$ cat src/rtl/mbx_pkg.sv
package mbx_pkg;

   typedef enum logic {
      SIDE_L = 1'b0,
      SIDE_R = 1'b1
   } side_e;

   typedef struct packed {
      logic sel;
      logic we;
      logic busy;
   } acc_ctl_t;

   function automatic int unsigned peer_of(input int unsigned side);
      return (side == 0) ? 1 : 0;
   endfunction

endpackage

$ cat src/rtl/mbx_decode.sv
module mbx_decode #(
   parameter int unsigned ADDR_W    = 13,
   parameter logic [ADDR_W-1:0] OWN_BOX  = '1,
   parameter logic [ADDR_W-1:0] PEER_BOX = '0
) (
   input  mbx_pkg::acc_ctl_t ctl_i,
   input  logic [ADDR_W-1:0] addr_i,
   output logic              raise_peer_o,
   output logic              drop_own_o
);

   generate
      if (OWN_BOX == PEER_BOX) begin : g_bad_boxes
         $error("mbx_decode: the two mailbox addresses must differ");
      end
   endgenerate

   logic live;
   logic hit_own;
   logic hit_peer;

   always_comb begin
      live     = ctl_i.sel && !ctl_i.busy;
      hit_own  = (addr_i == OWN_BOX);
      hit_peer = (addr_i == PEER_BOX);
      raise_peer_o = live &&  ctl_i.we && hit_peer;
      drop_own_o   = live && !ctl_i.we && hit_own;
   end

endmodule

$ cat src/rtl/mbx_flag.sv
module mbx_flag (
   input  logic clk,
   input  logic rst_n,
   input  logic raise_i,
   input  logic drop_i,
   output logic irq_n_o
);

   logic pend_q;

   always_ff @(posedge clk or negedge rst_n) begin
      if (!rst_n)
         pend_q <= 1'b0;
      else if (raise_i)
         pend_q <= 1'b1;
      else if (drop_i)
         pend_q <= 1'b0;
   end

   assign irq_n_o = !pend_q;


   raise_wins_chk: assert property (@(posedge clk) disable iff (!rst_n)
      raise_i |=> !irq_n_o);


   drop_takes_chk: assert property (@(posedge clk) disable iff (!rst_n)
      (drop_i && !raise_i) |=> irq_n_o);


   hold_chk: assert property (@(posedge clk) disable iff (!rst_n)
      (!raise_i && !drop_i) |=> $stable(irq_n_o));

endmodule

$ cat src/rtl/mbx_irq_ctrl.sv
module mbx_irq_ctrl #(
   parameter int unsigned ADDR_W = 13
) (
   input  logic              clk,
   input  logic              rst_n,
   input  logic              l_sel,
   input  logic              l_we,
   input  logic [ADDR_W-1:0] l_addr,
   input  logic              l_busy,
   input  logic              r_sel,
   input  logic              r_we,
   input  logic [ADDR_W-1:0] r_addr,
   input  logic              r_busy,
   output logic              l_irq_n,
   output logic              r_irq_n
);

   import mbx_pkg::*;

   generate
      if (ADDR_W < 2) begin : g_bad_width
         $error("mbx_irq_ctrl: ADDR_W must be at least 2");
      end
   endgenerate

   localparam int unsigned NSIDE = 2;
   localparam logic [ADDR_W-1:0] BOX_R = {ADDR_W{1'b1}};
   localparam logic [ADDR_W-1:0] BOX_L = BOX_R - 1'b1;

   acc_ctl_t          ctl   [NSIDE];
   logic [ADDR_W-1:0] addr  [NSIDE];
   logic [NSIDE-1:0]  raise_from;
   logic [NSIDE-1:0]  drop_of;
   logic [NSIDE-1:0]  irq_n;

   assign ctl[SIDE_L]  = '{sel: l_sel, we: l_we, busy: l_busy};
   assign ctl[SIDE_R]  = '{sel: r_sel, we: r_we, busy: r_busy};
   assign addr[SIDE_L] = l_addr;
   assign addr[SIDE_R] = r_addr;

   genvar s;
   generate
      for (s = 0; s < NSIDE; s++) begin : g_side
         localparam logic [ADDR_W-1:0] OWN  = (s == 0) ? BOX_L : BOX_R;
         localparam logic [ADDR_W-1:0] PEER = (s == 0) ? BOX_R : BOX_L;

         mbx_decode #(
            .ADDR_W   (ADDR_W),
            .OWN_BOX  (OWN),
            .PEER_BOX (PEER)
         ) u_dec (
            .ctl_i        (ctl[s]),
            .addr_i       (addr[s]),
            .raise_peer_o (raise_from[s]),
            .drop_own_o   (drop_of[s])
         );

         mbx_flag u_flag (
            .clk     (clk),
            .rst_n   (rst_n),
            .raise_i (raise_from[peer_of(s)]),
            .drop_i  (drop_of[s]),
            .irq_n_o (irq_n[s])
         );
      end
   endgenerate

   assign l_irq_n = irq_n[SIDE_L];
   assign r_irq_n = irq_n[SIDE_R];


   reset_idle_chk: assert property (@(posedge clk)
      !rst_n |=> (l_irq_n && r_irq_n));


   r_raise_src_chk: assert property (@(posedge clk) disable iff (!rst_n)
      $fell(r_irq_n) |-> $past(l_sel && l_we && (l_addr == BOX_R) && !l_busy));


   l_raise_src_chk: assert property (@(posedge clk) disable iff (!rst_n)
      $fell(l_irq_n) |-> $past(r_sel && r_we && (r_addr == BOX_L) && !r_busy));


   l_drop_src_chk: assert property (@(posedge clk) disable iff (!rst_n)
      $rose(l_irq_n) |-> $past(l_sel && !l_we && (l_addr == BOX_L) && !l_busy));


   r_drop_src_chk: assert property (@(posedge clk) disable iff (!rst_n)
      $rose(r_irq_n) |-> $past(r_sel && !r_we && (r_addr == BOX_R) && !r_busy));

endmodule

$ cat config.mk
export PLATFORM = sky130hd
export DESIGN_NAME = mbx_irq_ctrl
export DESIGN_NICKNAME = d
export VERILOG_FILES = /design/src/rtl/mbx_pkg.sv /design/src/rtl/mbx_decode.sv /design/src/rtl/mbx_flag.sv /design/src/rtl/mbx_irq_ctrl.sv
export SDC_FILE = /design/constraint.sdc
export NUM_CORES = 1
export LEC_CHECK = 0
export BUFFER_PORTS_ARGS = -buffer_cell sky130_fd_sc_hd__buf_2
export CAP_MARGIN = 10
export CELL_PAD_IN_SITES_DETAIL_PLACEMENT = 1
export CELL_PAD_IN_SITES_GLOBAL_PLACEMENT = 2
export CORE_MARGIN = 2
export CORE_UTILIZATION = 10
export DETAILED_ROUTE_END_ITERATION = 7
export PLACE_DENSITY_LB_ADDON = 0.25
export SLEW_MARGIN = 40
export SYNTH_ARGS = -nofsm -noshare
export SYNTH_HDL_FRONTEND = slang
export SYNTH_HIERARCHICAL = 1
export SYNTH_SLANG_ARGS = --single-unit
$ cat constraint.sdc
create_clock -name clk -period 1.7 [get_ports clk]
set_clock_uncertainty 0.15 [all_clocks]
set_input_delay 0.255 -clock clk [delete_from_list [all_inputs] [get_ports clk]]
set_output_delay 0.255 -clock clk [all_outputs]
set_load 0.05 [all_outputs]
==> results by group, run 1 <==
Global routing
  – Via count of the first global-routing pass: 302
  – Largest net degree at the start of global routing: 3
  – Grt total ovfl: 0
  – Antenna violations before repair: 0
  – Total GRT Usage: 0.0793
  – Global-route wire length before repair: 1160 µm

Floorplanning
  – Die height: 46.7 µm
  – Width of the die: 46.7 µm
  – Core area: 1730 µm²
  – I/O pin total: 36
  – Num rows: 15
  – Die area: 2180 µm²
  – Starting Density: 0.106

Synth
  – Netlist Area Pre-Place: 183 µm²
  – Syn Nets: 54
  – Synth area leaders: dfrtp_1 27%, nand4b_1 19%, nand4_1 17%
  – Ys flop type: dfrtp_1
  – Mean Syn Cell Area: 9.13 µm²
  – Cells after synthesis: 20
  – Flip-flop and latch count after synthesis: 2
  – Post-synth top cells: 5 x nand4_1, 4 x nand4b_1, 4 x nor4_1
  – Distinct cell type count after synthesis: 7
  – Post-synth EDFFs: 0
  – Ys Warns: 6
  – Yosys top cell by area: dfrtp_1
  – Async S/R FF share, synth: 1.00
  – Sequential share of the synthesized area: 0.274
  – Share of the synthesized area in the top cell type: 0.274
  – Most common cell in the netlist: nand4_1

CTS
  – Post-CTS setup buffer count: 0
  – Cts bufs inserted: 3
  – Max Root-Sink Buffers: 2
  – H-tree depth: 1
  – Clk_lat worst skew: 220 ps
  – Clock sinks: 2
  – Reg clk slew, reported paths: 30 ps
  – CTS tree: built
  – Root Buffer: clkbuf_4

Timing
  – Final Worst Setup Slack: 389 ps
  – Setup Viol. Count Final: 0
  – Count of pins over their slew limit: 0
  – Rel. slew slack: 0.746
  – Final Hold Fails: 0
  – Highest clock rate: 0.763 GHz
  – Period utilisation layout: 0.771
  – Least-Margin Pin Slew: 377 ps
  – Fin Setup TNS: 0 ps
  – RSZ-0062 raised after global routing: no
  – Post-layout minimum cycle time: 1310 ps

Setup path
  – CP max FO: 2
  – RR Endpoint: g_side[1].u_flag/pend_q
  – WS Path Type: reg2out
  – Worst Setup Start Kind: flip-flop
  – Worst r2r src: g_side[1].u_flag/pend_q
  – Instance count on the critical path: 2
  – R2R depth: 2
  – Setup crit end kind: primary output
  – Critical path's top delay family: flip-flops
  – Buf/Inv on CP: 2
  – Slowest Stage Delay on Critical Path: 350 ps
  – Critical Path End: l_irq_n
  – CP startpoint: g_side[0].u_flag/pend_q
  – Worst-path cell chain: inv_1 -> buf_2
  – Crit-path slowest cell: dfrtp_1
  – R2r setup slk: 950 ps
  – Critical Path AT: 910 ps
  – Worst path required time: 1290 ps

Drt
  – 1st-iter DRT viols: 0
  – Routed len/inst: 10.3 µm
  – # DRC: 0
  – DRT antenna net count: 0
  – DRT Wirelength: 864 µm
  – Pre-antenna DRT Iters: 1
  – Vias per cell: 4.07
  – Via Count: 342

Placement
  – Dpl cells: 80
  – HPWL after DPL: 769 µm
  – I/O Buffers: 35
  – RD Place Congestion: 0.621
  – Pre-CTS setup slack: 396 ps

Pwr
  – PwrDens: 466 nW/µm²
  – Maximum VDD drop: 116 µV
  – Leak: 0.209 nW
  – Power Total: 197 µW

Layout
  – Post-route insts no fill: 84
  – N_diodes: 0
  – Most flop-heavy register: g_side.u_flag/pend_q
  – Flip-flop count of the largest register after layout: 2
  – Final net count: 95
  – Share of cells above drive strength 1: 0.678
  – Final core occ: 0.244
  – Largest registers: g_side.u_flag/pend_q x2
  – Layout area overhead: 131%

Outcome
  – Status: complete, no violations

Job
  – Max cap viols: 0

Hold path
  – Hold Crit Class: in2async
## layout make-up
| cell class | count | area (µm²) |
|---|---|---|
| fillers | 234 | 1310 |
| well taps | 25 | 31.3 |
| inverters | 2 | 7.51 |
| repair buffers | 36 | 185 |
| clock buffers | 3 | 22.5 |
| multi-input cells | 16 | 125 |
| flip-flops and latches | 2 | 50.0 |
## cells in the final DEF (no fill, tap or decap), drive strengths merged
cell         netlist  layout
o21bai             2       2
dlygate4sd3        0       1
nand4              5       5
nand4bb            1       1
buf                0      35
inv                2       2
clkbuf             0       3
dfrtp              2       2
nand4b             4       4
nor4               4       4
## kinds of logic after synthesis
logic type             after synthesis  synth area share
flip-flops                           2             0.274
AND/OR/NAND/NOR                     14             0.562
AO/OA/AOI/OAI                        2             0.123
buffers and inverters                2            0.0411
## report_power, final
part           total [mW]  switching, mW  internal [mW]
Clock              0.0998         0.0223         0.0775
Sequential         0.0481      0.0000136         0.0481
Combinational      0.0488         0.0164         0.0324
Total               0.197         0.0388          0.158
## worst min-delay path by stage
stage,startpoint,to,cells after the start
6_report,rst_n,g_side[0].u_flag/pend_q,2
3_5_place_dp,rst_n,g_side[1].u_flag/pend_q,1
2_1_floorplan,rst_n,g_side[0].u_flag/pend_q,0
5_1_grt,rst_n,g_side[0].u_flag/pend_q,2
4_1_cts,rst_n,g_side[0].u_flag/pend_q,2
3_3_place_gp,rst_n,g_side[1].u_flag/pend_q,1
## through the flow
stage | hold WS, ps | cell area, µm²
floorplan | -191 | 183
global placement | -107 | 389
detailed placement | -107 | 389
CTS | 201 | 422
global route | 231 | 422
finish | 230 | 422
## layer usage
layer,vias to the layer above,track usage,wire (µm)
met5,-,0,0
met4,0,0.0500,0
met3,0,0.0346,150
met2,32,0.131,387
met1,144,0.0831,326
li1,166,-,-
## repair_timing
| action | 4_1_cts | 5_1_grt |
|---|---|---|
| hold endpoints to repair | 2 | 0 |
| hold buffers | 1 | 0 |
| setup endpoints to repair | 0 | 0 |
| gates resized for setup | 0 | 0 |
Power figures use the tool's default switching activity.
==> run 2, diff against run 1 <==
Clock period 1.7 ns to 1.2 ns, I/O delays scaled along.
==> run 2 against run 1 <==
Against the previous run: hold slack worse by 88 ps; setup slack worse by 330 ps; die area unchanged; critical path depth unchanged; combinational power up 40%; sequential power up 42%; sequential share of layout area down 0.34 points; final area up 3.0%; critical path type unchanged; largest cell class unchanged.
==> results by group, run 2 (synthesis gave the netlist of run 1 again) <==
Outcome
  – Status: complete, no violations

Setup path
  – CP max FO: 2 (unchanged)
  – R2r setup slk: 440 ps (-510 ps)
  – Worst r2r src: g_side[1].u_flag/pend_q
  – Worst-path cell chain: inv_2 -> buf_6
  – Worst path required time: 870 ps (-420 ps)
  – RR Endpoint: g_side[1].u_flag/pend_q
  – R2R depth: 2 (unchanged)
  – Crit-path slowest cell: dfrtp_1
  – Worst Setup Start Kind: flip-flop
  – Setup crit end kind: primary output
  – WS Path Type: reg2out
  – Critical Path AT: 810 ps (-100 ps)
  – Slowest Stage Delay on Critical Path: 360 ps (about the same)

Floorplanning
  – Core area: 1730 µm² (unchanged)
  – Starting Density: 0.106 (unchanged)
  – I/O pin total: 36 (unchanged)
  – Num rows: 15 (unchanged)
  – Die area: 2180 µm² (unchanged)
  – Die height: 46.7 µm (unchanged)
  – Width of the die: 46.7 µm (unchanged)

CTS
  – Max Root-Sink Buffers: 2 (unchanged)
  – CTS tree: built
  – Clk_lat worst skew: 220 ps (about the same)
  – Clock sinks: 2 (unchanged)
  – Cts bufs inserted: 3 (unchanged)
  – H-tree depth: 1 (unchanged)
  – Root Buffer: clkbuf_4
  – Reg clk slew, reported paths: 30 ps (about the same)

Pwr
  – Switch Pwr: 60.8 µW (+57%)
  – Register share of total power: 0.239 (-0.005)
  – Cell-internal power: 224 µW (+42%)
  – Leak: 0.206 nW (-1.9%)
  – Comb power frac: 0.240 (-0.008)
  – Clk pwr share: 0.521 (+0.014)
  – Sw frac: 0.213 (+0.0162)
  – Maximum VDD drop: 265 µV (+130%)
  – PwrDens: 657 nW/µm² (+41%)

Timing
  – Setup Viol. Count Final: 0 (unchanged)
  – Highest clock rate: 0.879 GHz
  – Final Hold Fails: 0 (unchanged)
  – Count of pins over their slew limit: 0 (unchanged)
  – Post-layout minimum cycle time: 1140 ps
  – Least-Margin Pin Slew: 342 ps (-34.8 ps)
  – Fin Setup TNS: 0 ps (unchanged)
  – Rel. slew slack: 0.770 (+0.0234)
  – RSZ-0062 raised after global routing: no
  – Period utilisation layout: 0.948

Global routing
  – Total GRT Usage: 0.0841 (+0.00478)
  – Global-route wire length before repair: 1340 µm (+15%)
  – Largest net degree at the start of global routing: 3 (unchanged)
  – Via count of the first global-routing pass: 372 (+23%)
  – Antenna violations before repair: 0 (unchanged)
  – Grt total ovfl: 0 (unchanged)

Drt
  – Via Count: 350 (+2.3%)
  – Pre-antenna DRT Iters: 1 (unchanged)
  – Vias per cell: 4.17 (+2.3%)
  – DRT Wirelength: 875 µm (+1.3%)
  – 1st-iter DRT viols: 0 (unchanged)
  – Routed len/inst: 10.4 µm (+1.3%)
  – # DRC: 0 (unchanged)
  – DRT antenna net count: 0 (unchanged)

Layout
  – Area taken by multi-input logic gates: 125 µm² (unchanged)
  – Largest registers: g_side.u_flag/pend_q x2
  – Most flop-heavy register: g_side.u_flag/pend_q
  – Most common cell after layout, fill and taps aside: buf_2
  – Flip-flop count of the largest register after layout: 2 (unchanged)
  – Layout area overhead: 138%
  – N_diodes: 0 (unchanged)
  – Share of cells above drive strength 1: 0.712 (+0.0339)
  – Most frequent cells in the layout: 33 x buf_2, 5 x nand4_1, 4 x nand4b_1, 4 x nor4_1, 3 x clkbuf_4
  – Final net count: 95 (unchanged)
  – Reg area: 50.0 µm² (unchanged)
  – Final Instance Area: 434 µm² (+3.0%)
  – # fillers: 229 (-2.1%)

Placement
  – Placed Instance Area: 389 µm² (unchanged)
  – HPWL after DPL: 759 µm (-1.3%)
  – RD Place Congestion: 0.599 (-3.4%)
  – I/O Buffers: 35 (unchanged)

Job
  – Max cap viols: 0 (unchanged)

Hold path
  – Hold Crit Class: in2async
[run 2: critical path: cells and delay by family, from the launching register on]
kind / cells / cell delay, ps
buffers and inverters: 2 / 220
DFF: 1 / 360
[run 2: power groups by stage]
stage	sequential (mW)	clock, mW	combinational, mW
after floorplan	0.0688	0	0.00989
after global placement	0.0688	0	0.0641
after detailed placement	0.0688	0	0.0663
after CTS	0.0680	0.158	0.0691
after global routing	0.0680	0.166	0.0773
final	0.0681	0.149	0.0685
[run 2: metal layers]
| metal | global-route usage | vias up | part of all wire |
|---|---|---|---|
| met5 | 0 | - | 0 |
| met4 | 0.0167 | 0 | 0 |
| met3 | 0.0308 | 0 | 0.17 |
| met2 | 0.158 | 32 | 0.44 |
| met1 | 0.0903 | 152 | 0.40 |
| li1 | - | 166 | - |
[run 2: repair_timing]
action / in CTS / in global routing
endpoints found under the setup margin: 2 / 2
endpoints found under the hold margin: 2 / 0
gates resized for setup: 3 / 3
setup buffers: 0 / 0
hold buffers: 1 / 0
[run 2: worst max-delay path by stage]
| stage | start | end | slack (ps) | cells past startpoint |
|---|---|---|---|---|
| 3_3_place_gp | l_busy | g_side[0].u_flag/pend_q | 10 | 4 |
| 6_report | g_side[1].u_flag/pend_q | r_irq_n | 60 | 2 |
| 3_5_place_dp | l_busy | g_side[0].u_flag/pend_q | -30 | 4 |
| 2_1_floorplan | l_busy | g_side[0].u_flag/pend_q | 170 | 3 |
| 4_1_cts | g_side[0].u_flag/pend_q | l_irq_n | 3 | 2 |
| 5_1_grt | g_side[0].u_flag/pend_q | l_irq_n | 20 | 2 |
[run 2: area by class of cell]
cell class,instances,share of cell area
Timing Repair Buffer,36,0.455
Inverter,2,0.0173
Tap cell,25,0.0720
Sequential cell,2,0.115
Multi-Input combinational cell,16,0.288
Clock buffer,3,0.0519
[run 2: stage by stage]
stage,setup slack (ps),cells,total power [mW],hold WS (ps),util
floorplan,168,20,0.0787,-266,-
global placement,12.5,80,0.133,-182,0.225
detailed placement,-25.5,80,0.135,-184,0.225
CTS,3.15,84,0.295,113,0.249
global route,21.4,84,0.311,144,0.251
finish,62.7,84,0.285,142,0.251
==> run 3, diff against run 2 <==
Settings changed: CORE_ASPECT_RATIO set to 1.4.
==> run 3 against run 2 <==
Against the previous run: register-to-register slack is essentially flat; final cell count shrank 6.0%; power shrank 0.89%; sequential share of layout area grew 0.067 points; die area grew 0.22%; setup slack is essentially flat; critical path depth is the same; largest power group unchanged.
==> results by group, run 3 (synthesis gave the netlist of run 1 again) <==
Placement
  – Pre-CTS setup slack: -23.6 ps (+1.88 ps)
  – Dpl cells: 75 (-6.3%)
  – HPWL after DPL: 815 µm (+7.4%)
  – I/O Buffers: 35 (unchanged)
  – Placed Instance Area: 383 µm² (-1.6%)
  – RD Place Congestion: 0.609 (+1.7%)

Setup path
  – Slowest Stage Delay on Critical Path: 360 ps (about the same)
  – Setup crit end kind: primary output
  – Buf/Inv on CP: 2 (unchanged)
  – Critical path's top delay family: flip-flops
  – Worst Setup Start Kind: flip-flop
  – Worst-path cell chain: inv_2 -> buf_6
  – CP max FO: 2 (unchanged)
  – Crit-path slowest cell: dfrtp_1
  – Worst path required time: 870 ps (about the same)
  – WS Path Type: reg2out
  – Critical Path AT: 810 ps (about the same)

Outcome
  – Status: complete, no violations

Pwr
  – Leak: 0.207 nW (+0.50%)
  – PwrDens: 655 nW/µm² (-0.32%)
  – Power Total: 283 µW (-0.89%)
  – Maximum VDD drop: 228 µV (-14%)

Layout
  – Largest registers: g_side.u_flag/pend_q x2
  – Post-route insts no fill: 79 (-6.0%)
  – Final net count: 95 (unchanged)
  – Most frequent cells in the layout: 33 x buf_2, 5 x nand4_1, 4 x nand4b_1, 4 x nor4_1, 3 x clkbuf_4
  – Final core occ: 0.249 (-0.00253)
  – Reg area: 50.0 µm² (unchanged)
  – Layout area overhead: 136%
  – Flip-flop count of the largest register after layout: 2 (unchanged)
  – N_diodes: 0 (unchanged)
  – # fillers: 237 (+3.5%)
  – Most flop-heavy register: g_side.u_flag/pend_q
  – Most common cell after layout, fill and taps aside: buf_2
  – Share of cells above drive strength 1: 0.712 (unchanged)
  – Final Instance Area: 432 µm² (-0.58%)
  – Area taken by multi-input logic gates: 125 µm² (unchanged)

Timing
  – Rel. slew slack: 0.751 (-0.0186)
  – Highest clock rate: 0.880 GHz (about the same)
  – Final Worst Setup Slack: 63.2 ps (+0.498 ps)
  – RSZ-0062 raised after global routing: yes
  – Final Hold Fails: 0 (unchanged)
  – Period utilisation layout: 0.947 (about the same)
  – Setup Viol. Count Final: 0 (unchanged)
  – Count of pins over their slew limit: 0 (unchanged)
  – Least-Margin Pin Slew: 370 ps (+27.6 ps)
  – Post-layout minimum cycle time: 1140 ps (-0.498 ps)
  – Worst Hold Slack: 137 ps (-5.22 ps)
  – Fin Setup TNS: 0 ps (unchanged)

Floorplanning
  – Die height: 54.6 µm (+17%)
  – Die area: 2190 µm² (+0.22%)
  – I/O pin total: 36 (unchanged)
  – Starting Density: 0.105 (-0.000458)
  – Width of the die: 40.1 µm (-14%)
  – Core area: 1730 µm² (+0.43%)
  – Num rows: 18 (+3)

Global routing
  – Antenna violations before repair: 0 (unchanged)
  – Largest net degree at the start of global routing: 3 (unchanged)
  – Grt total ovfl: 0 (unchanged)
  – Via count of the first global-routing pass: 358 (-3.8%)
  – Total GRT Usage: 0.0990 (+0.0149)
  – Global-route wire length before repair: 1300 µm (-3.1%)

CTS
  – Reg clk slew, reported paths: 30 ps (about the same)
  – CTS tree: built
  – Root Buffer: clkbuf_4
  – Clock sinks: 2 (unchanged)
  – Max Root-Sink Buffers: 2 (unchanged)
  – H-tree depth: 1 (unchanged)
  – Clk_lat worst skew: 220 ps (about the same)
  – Cts bufs inserted: 3 (unchanged)
  – Post-CTS setup buffer count: 0 (unchanged)

Drt
  – DRT antenna net count: 0 (unchanged)
  – Pre-antenna DRT Iters: 1 (unchanged)
  – DRT Wirelength: 904 µm (+3.3%)
  – Routed len/inst: 11.4 µm (+9.9%)
  – 1st-iter DRT viols: 0 (unchanged)
  – # DRC: 0 (unchanged)
  – Via Count: 356 (+1.7%)
  – Vias per cell: 4.51 (+8.2%)

Hold path
  – Hold Crit Class: in2async

Job
  – Max cap viols: 0 (unchanged)
## run 3: repair_timing
| item | CTS | global route |
|---|---|---|
| endpoints found under the hold margin | 2 | 0 |
| endpoints found under the setup margin | 2 | 2 |
| resized for setup | 3 | 4 |
| hold buffers | 1 | 0 |
## run 3: worst paths after layout
path | startpoint | to | slack, ps | depth (start not counted)
setup / recovery | g_side[0].u_flag/pend_q | l_irq_n | 60 | 2
hold / removal | rst_n | g_side[1].u_flag/pend_q | 140 | 2
setup reg to reg | g_side[1].u_flag/pend_q | g_side[1].u_flag/pend_q | 440 | 2
hold reg to reg | g_side[0].u_flag/pend_q | g_side[0].u_flag/pend_q | 350 | 2
max in group asynchronous | rst_n | g_side[0].u_flag/pend_q | 670 | 2
min in group clk | r_addr[12] | g_side[1].u_flag/pend_q | 200 | 4
## run 3: power breakdown
group,total (mW),internal [mW],switching (mW)
clock,0.145,0.110,0.0352
sequential,0.0681,0.0681,0.0000336
combinational,0.0693,0.0460,0.0233
total,0.283,0.224,0.0585
## run 3: cell type report
class / instances / area share
multi-input cells: 16 / 0.290
flip-flops and latches: 2 / 0.116
well taps: 20 / 0.0580
clock buffers: 3 / 0.0522
inverters: 2 / 0.0174
repair buffers: 36 / 0.467
## run 3: per-layer routing
layer  vias to the layer above  routed length (µm)  GRT usage
li1                        167                   -          -
met1                       151                 281     0.0711
met2                        36                 447      0.175
met3                         2                 163     0.0407
met4                         0                  11      0.103
met5                         -                   0          0
